### src/rtl/fault_trip_pkg.sv
package fault_trip_pkg;

  typedef enum logic [2:0] {
    FC_NONE    = 3'd0,
    FC_PTP     = 3'd1,
    FC_POS     = 3'd2,
    FC_NEG     = 3'd3,
    FC_UNKNOWN = 3'd4
  } faultCode_e;

  // strobes from control to datapath, valid for one cycle
  typedef struct packed {
    logic       load;
    logic       busTrip;
    logic       lineTrip;
    logic       incons;
    faultCode_e code;
  } strobe_t;

  localparam int NUM_SCORES = 5;
  localparam int IDX_BUS  = 0;
  localparam int IDX_LINE = 1;
  localparam int IDX_PTP  = 2;
  localparam int IDX_POS  = 3;
  localparam int IDX_NEG  = 4;

endpackage

### src/rtl/fault_band_cmp.sv
module fault_band_cmp #(
  parameter int SCORE_W     = 16,
  parameter int FRAC_W      = 12,
  parameter int BAND_TENTHS = 3
) (
  input  logic signed [SCORE_W-1:0] score,
  output logic                      isSet
);
  localparam int ONE  = 1 << FRAC_W;
  localparam int BAND = (BAND_TENTHS * ONE + 5) / 10;
  localparam int LO   = ONE - BAND;
  localparam int HI   = ONE + BAND;

  logic signed [31:0] wide;

  always_comb begin
    wide  = 32'(score);
    isSet = (wide > LO) && (wide < HI);
  end
endmodule

### src/rtl/fault_trip_ctrl.sv
module fault_trip_ctrl
  import fault_trip_pkg::*;
(
  input  logic                  validIn,
  input  logic [NUM_SCORES-1:0] flags,
  output strobe_t               strobe
);
  logic       busF;
  logic       lineF;
  logic [2:0] poleF;
  logic       anyLoc;
  logic       bothLoc;
  logic       poleOne;

  always_comb begin
    busF    = flags[IDX_BUS];
    lineF   = flags[IDX_LINE];
    poleF   = {flags[IDX_NEG], flags[IDX_POS], flags[IDX_PTP]};
    anyLoc  = busF | lineF;
    bothLoc = busF & lineF;
    poleOne = (poleF == 3'b001) || (poleF == 3'b010) || (poleF == 3'b100);

    strobe.load     = validIn;
    strobe.busTrip  = validIn & busF & ~lineF;
    strobe.lineTrip = validIn & lineF & ~busF;
    strobe.incons   = bothLoc | (anyLoc & ~poleOne);

    if (!anyLoc)       strobe.code = FC_NONE;
    else if (!poleOne) strobe.code = FC_UNKNOWN;
    else if (poleF[0]) strobe.code = FC_PTP;
    else if (poleF[1]) strobe.code = FC_POS;
    else               strobe.code = FC_NEG;
  end
endmodule

### src/rtl/fault_trip_dp.sv
module fault_trip_dp
  import fault_trip_pkg::*;
#(
  parameter int NUM_BRK   = 4,
  parameter int LOCAL_IDX = 0
) (
  input  logic               clk,
  input  logic               rst_n,
  input  strobe_t            strobe,
  input  logic [NUM_BRK-1:0] adjMask,
  output logic [NUM_BRK-1:0] tripVec,
  output logic [2:0]         faultType,
  output logic               inconsistent
);
  logic [NUM_BRK-1:0] localBit;
  logic [NUM_BRK-1:0] tripSet;

  always_comb begin
    localBit = '0;
    localBit[LOCAL_IDX] = 1'b1;
    tripSet = (strobe.busTrip ? adjMask : '0) | (strobe.lineTrip ? localBit : '0);
  end

  always_ff @(posedge clk or negedge rst_n) begin
    if (!rst_n) begin
      tripVec      <= '0;
      faultType    <= FC_NONE;
      inconsistent <= 1'b0;
    end else if (strobe.load) begin
      tripVec      <= tripVec | tripSet;
      faultType    <= strobe.code;
      inconsistent <= strobe.incons;
    end
  end
endmodule

### src/rtl/fault_trip_classifier.sv
module fault_trip_classifier
  import fault_trip_pkg::*;
#(
  parameter int NUM_BRK     = 4,
  parameter int LOCAL_IDX   = 0,
  parameter int SCORE_W     = 16,
  parameter int FRAC_W      = 12,
  parameter int BAND_TENTHS = 3
) (
  input  logic               clk,
  input  logic               rst_n,
  input  logic               validIn,
  input  logic [SCORE_W-1:0] busScore,
  input  logic [SCORE_W-1:0] lineScore,
  input  logic [SCORE_W-1:0] ptpScore,
  input  logic [SCORE_W-1:0] posScore,
  input  logic [SCORE_W-1:0] negScore,
  input  logic [NUM_BRK-1:0] adjMask,
  output logic [NUM_BRK-1:0] tripVec,
  output logic [2:0]         faultType,
  output logic               inconsistent
);
  logic [SCORE_W-1:0]    scores [NUM_SCORES];
  logic [NUM_SCORES-1:0] flags;
  strobe_t               strobe;

  assign scores[IDX_BUS]  = busScore;
  assign scores[IDX_LINE] = lineScore;
  assign scores[IDX_PTP]  = ptpScore;
  assign scores[IDX_POS]  = posScore;
  assign scores[IDX_NEG]  = negScore;

  for (genvar g = 0; g < NUM_SCORES; g++) begin : g_band
    fault_band_cmp #(
      .SCORE_W(SCORE_W), .FRAC_W(FRAC_W), .BAND_TENTHS(BAND_TENTHS)
    ) u_cmp (
      .score(scores[g]),
      .isSet(flags[g])
    );
  end

  fault_trip_ctrl u_ctrl (
    .validIn(validIn),
    .flags(flags),
    .strobe(strobe)
  );

  fault_trip_dp #(.NUM_BRK(NUM_BRK), .LOCAL_IDX(LOCAL_IDX)) u_dp (
    .clk(clk),
    .rst_n(rst_n),
    .strobe(strobe),
    .adjMask(adjMask),
    .tripVec(tripVec),
    .faultType(faultType),
    .inconsistent(inconsistent)
  );
endmodule

### config.mk
export PLATFORM = sky130hd
export DESIGN_NAME = fault_trip_classifier
export DESIGN_NICKNAME = d
export VERILOG_FILES = /design/src/rtl/fault_trip_pkg.sv /design/src/rtl/fault_band_cmp.sv /design/src/rtl/fault_trip_ctrl.sv /design/src/rtl/fault_trip_dp.sv /design/src/rtl/fault_trip_classifier.sv
export SDC_FILE = /design/constraint.sdc
export NUM_CORES = 1
export LEC_CHECK = 0
export BUFFER_PORTS_ARGS = -buffer_cell sky130_fd_sc_hd__clkbuf_2
export CAP_MARGIN = 5
export CORE_MARGIN = 2
export CORE_UTILIZATION = 34
export CTS_CLUSTER_SIZE = 24
export DETAILED_ROUTE_END_ITERATION = 7
export HOLD_SLACK_MARGIN = 0.06
export PLACE_DENSITY_LB_ADDON = 0.25
export RECOVER_POWER = 25
export SYNTH_ARGS = -nofsm -noshare
export SYNTH_HDL_FRONTEND = slang
export SYNTH_SLANG_ARGS = --single-unit
### constraint.sdc
create_clock -name clk -period 1 [get_ports clk]
set_input_delay 0.1 -clock clk [delete_from_list [all_inputs] [get_ports clk]]
set_output_delay 0.1 -clock clk [all_outputs]
set_load 0.01 [all_outputs]
==> metrics.yaml <==
power:
  p_leak_nw: 0.831
  power_frac_comb_pct: 46.2
  p_seq_share_pct: 33.3
  peakVddDrop_uv: 799
  internal-power_w: 0.000811
  powerDensity_nw_per_um2: 719
  p_clk_share_pct: 20.5
  switching_share_pct: 31.6
  p_switching_w: 0.000375
clock_tree:
  htree_levels: 1
  clk_pin_slew_ns: 0.05
  cts_buffer_depth: 2
  clock_sinks: 8
  tritoncts: "yes"
  root_buffer: "clkbuf_4"
  clk_latency_ns: 0.25
  cts_buffers: 3
die:
  row_count: 18
  die_area_um2: 2900
  coreArea_um2: 2410
  die_h_um: 53.9
  io_pins: 95
  start_util_pct: 35.1
  fp.dieW_um: 53.9
layout:
  final_area_um2: 1650
  antenna_cells: 0
  drive_gt1_share_pct: 58.1
  area_growth_pct: 95.1
  layout_commonest_cell: "clkbuf_2"
  nFillCells: 209
  nets: 311
  fin_util_pct: 68.5
  final_cell_mix: "87 x clkbuf_2, 12 x nor2_1, 12 x nand2_1, 12 x buf_4, 10 x o211ai_1"
timing:
  setup_violations: 5
  hold_viol: 0
  tightestPinTransition_ns: 0.439
  fin_crit_ns: 1.34
  relSlewSlack_pct: 70.7
  grt_setup_unrepaired: "yes"
  fin_worst_skew_ns: 0
  finalCritPeriodShare_pct: 134
  fmax_mhz: 749
  setup_ws_ns: -0.336
  drv_slew: 0
synth:
  synth-seq-cells: 8
  yosysUniqueCellTypes: 39
  syn-cell-area_um2: 846
  synth-async-reset-ratio_pct: 100
  synth_edf_count: 0
  ys.flop_type: "dfrtp_1"
  ys_seq_area_share_pct: 23.7
  yosys_warnings: 0
  avgSynthCellArea_um2: 7.83
  synth_cells: 108
  synth_nets: 195
drt:
  drtAntennaViolNets: 0
  routedWlPerCell_um: 12.3
  dr.pass1.iters: 4
  drt_wl_total_um: 3110
  drt-initial-drc-count: 10
  vias_per_cell: 5.22
  num_vias: 1315
  drc: 0
placed_design:
  place_area_um2: 1480
  dp_hpwl_um: 2630
  portBuffers: 94
  place.gp.congestion: 0.895
  place_ws_ns: -0.601
min_path:
  hp-class: "in -> reg"
worst_setup_path:
  required_ns: 1.12
  critical_path.max_fanout: 4
  critPathKind: "in -> reg"
  arrival_ns: 1.46
  critPathLaunchType: "input pin"
  cp-end-kind: "flop"
status:
  outcome: "finished, violations left"
  violations: "negative setup slack"
flow_run:
  max_cap_violations: 0
grt:
  antenna_found_initial: 0
  grtUsageTotal_pct: 22.8
  grt-ovfl-total: 0
  grt_pass1_wl_um: 4880
  grt_max_degree: 9
  grt_pass1_vias: 1312
power groups by stage:
| stage | registers (W) | logic, W | clock network [W] |
|---|---|---|---|
| floorplan | 0.000423 | 0.000149 | 0 |
| global placement | 0.000399 | 0.000479 | 0 |
| detailed placement | 0.000401 | 0.000500 | 0 |
| CTS | 0.000395 | 0.000526 | 0.000260 |
| global route | 0.000401 | 0.000608 | 0.000277 |
| finish | 0.000395 | 0.000548 | 0.000243 |
kinds of logic after synthesis:
logic type / share of synthesized area [%]
buffers and inverters: 1.77
AO/OA/AOI/OAI: 40.7
flip-flops: 23.7
AND/OR/NAND/NOR: 29.7
XOR/XNOR: 4.14
metrics by stage:
step                total power [W]  hold slack, ns  setup TNS [ns]  instances
floorplan                  0.000572          -0.196           -1.18        108
global placement           0.000878         -0.0467           -2.86        243
detailed placement         0.000901         -0.0411           -3.47        243
CTS                         0.00118           0.174           -1.15        252
global route                0.00129           0.205           -1.80        252
finish                      0.00119           0.197           -1.27        252
critical path, stage by stage:
cell and delay (ns):
buf_8 0.10, nor4_4 0.30, a22oi_1 0.10, o2bb2ai_1 0.14, o211a_1 0.25, xor2_2 0.20
o22ai_2 0.17, o22ai_2 0.08
timing repair:
item | 4_1_cts | 5_1_grt
pin swaps | 9 | 12
buffers inserted | 2 | 0
resized for setup | 5 | 16
hold buffers | 4 | 0
setup endpoints to repair | 8 | 8
endpoints found under the hold margin | 11 | 0
area by class of cell:
| class | count | area, um^2 | share of cell area, % |
|---|---|---|---|
| Sequential cell | 8 | 200 | 12.1 |
| Tap cell | 30 | 37.5 | 2.27 |
| Clock buffer | 3 | 22.5 | 1.36 |
| Inverter | 4 | 15.0 | 0.910 |
| Multi-Input combinational cell | 96 | 723 | 43.8 |
| Timing Repair Buffer | 111 | 652 | 39.5 |
cells in the mapped netlist, types with 2 or more instances:
cell type | count | area share [%]
nand3_1 | 2 | 1.2
nor4_1 | 3 | 2.2
a311o_1 | 2 | 2.4
inv_1 | 4 | 1.8
nor2_1 | 12 | 5.3
xor2_1 | 3 | 3.1
nand2_1 | 12 | 5.3
a21o_1 | 4 | 3.6
nand4b_1 | 2 | 2.1
a21oi_1 | 5 | 3.0
o211a_1 | 2 | 2.4
dfrtp_1 | 8 | 24
o21ai_1 | 2 | 1.2
o21ai_0 | 2 | 1.2
a211o_1 | 2 | 2.1
nand4_1 | 2 | 1.5
a211oi_1 | 2 | 1.8
o32ai_1 | 2 | 2.1
o211ai_1 | 10 | 8.9
o22ai_1 | 3 | 2.2
nor3_1 | 6 | 3.6
worst paths after layout:
check,from,endpoint,slack (ns),cells after the start
worst max-delay path,posScore[7],u_dp.faultType[2],-0.34,8
worst min-delay path,validIn,u_dp.faultType[1],0.20,2
worst max register to register,u_dp.inconsistent,u_dp.inconsistent,0.16,3
worst min register to register,u_dp.tripVec[3],u_dp.tripVec[3],0.46,1
max in group asynchronous,rst_n,u_dp.tripVec[1],0.37,2
min in group asynchronous,rst_n,u_dp.faultType[0],0.33,2
flip-flops by register name, summed over array words and instances (netlist names):
| name | cells |
|---|---|
| u_dp.tripVec | 4 |
| u_dp.inconsistent | 1 |
| u_dp.faultType | 3 |
layer usage:
layer,vias to the layer above,routed length [um],track usage (%)
met5,-,0,0
met4,0,27,8.12
met3,4,180,4.17
met2,45,1810,47.6
met1,605,1090,21.1
li1,661,-,-
No activity file was read; power rests on OpenSTA's default activity.
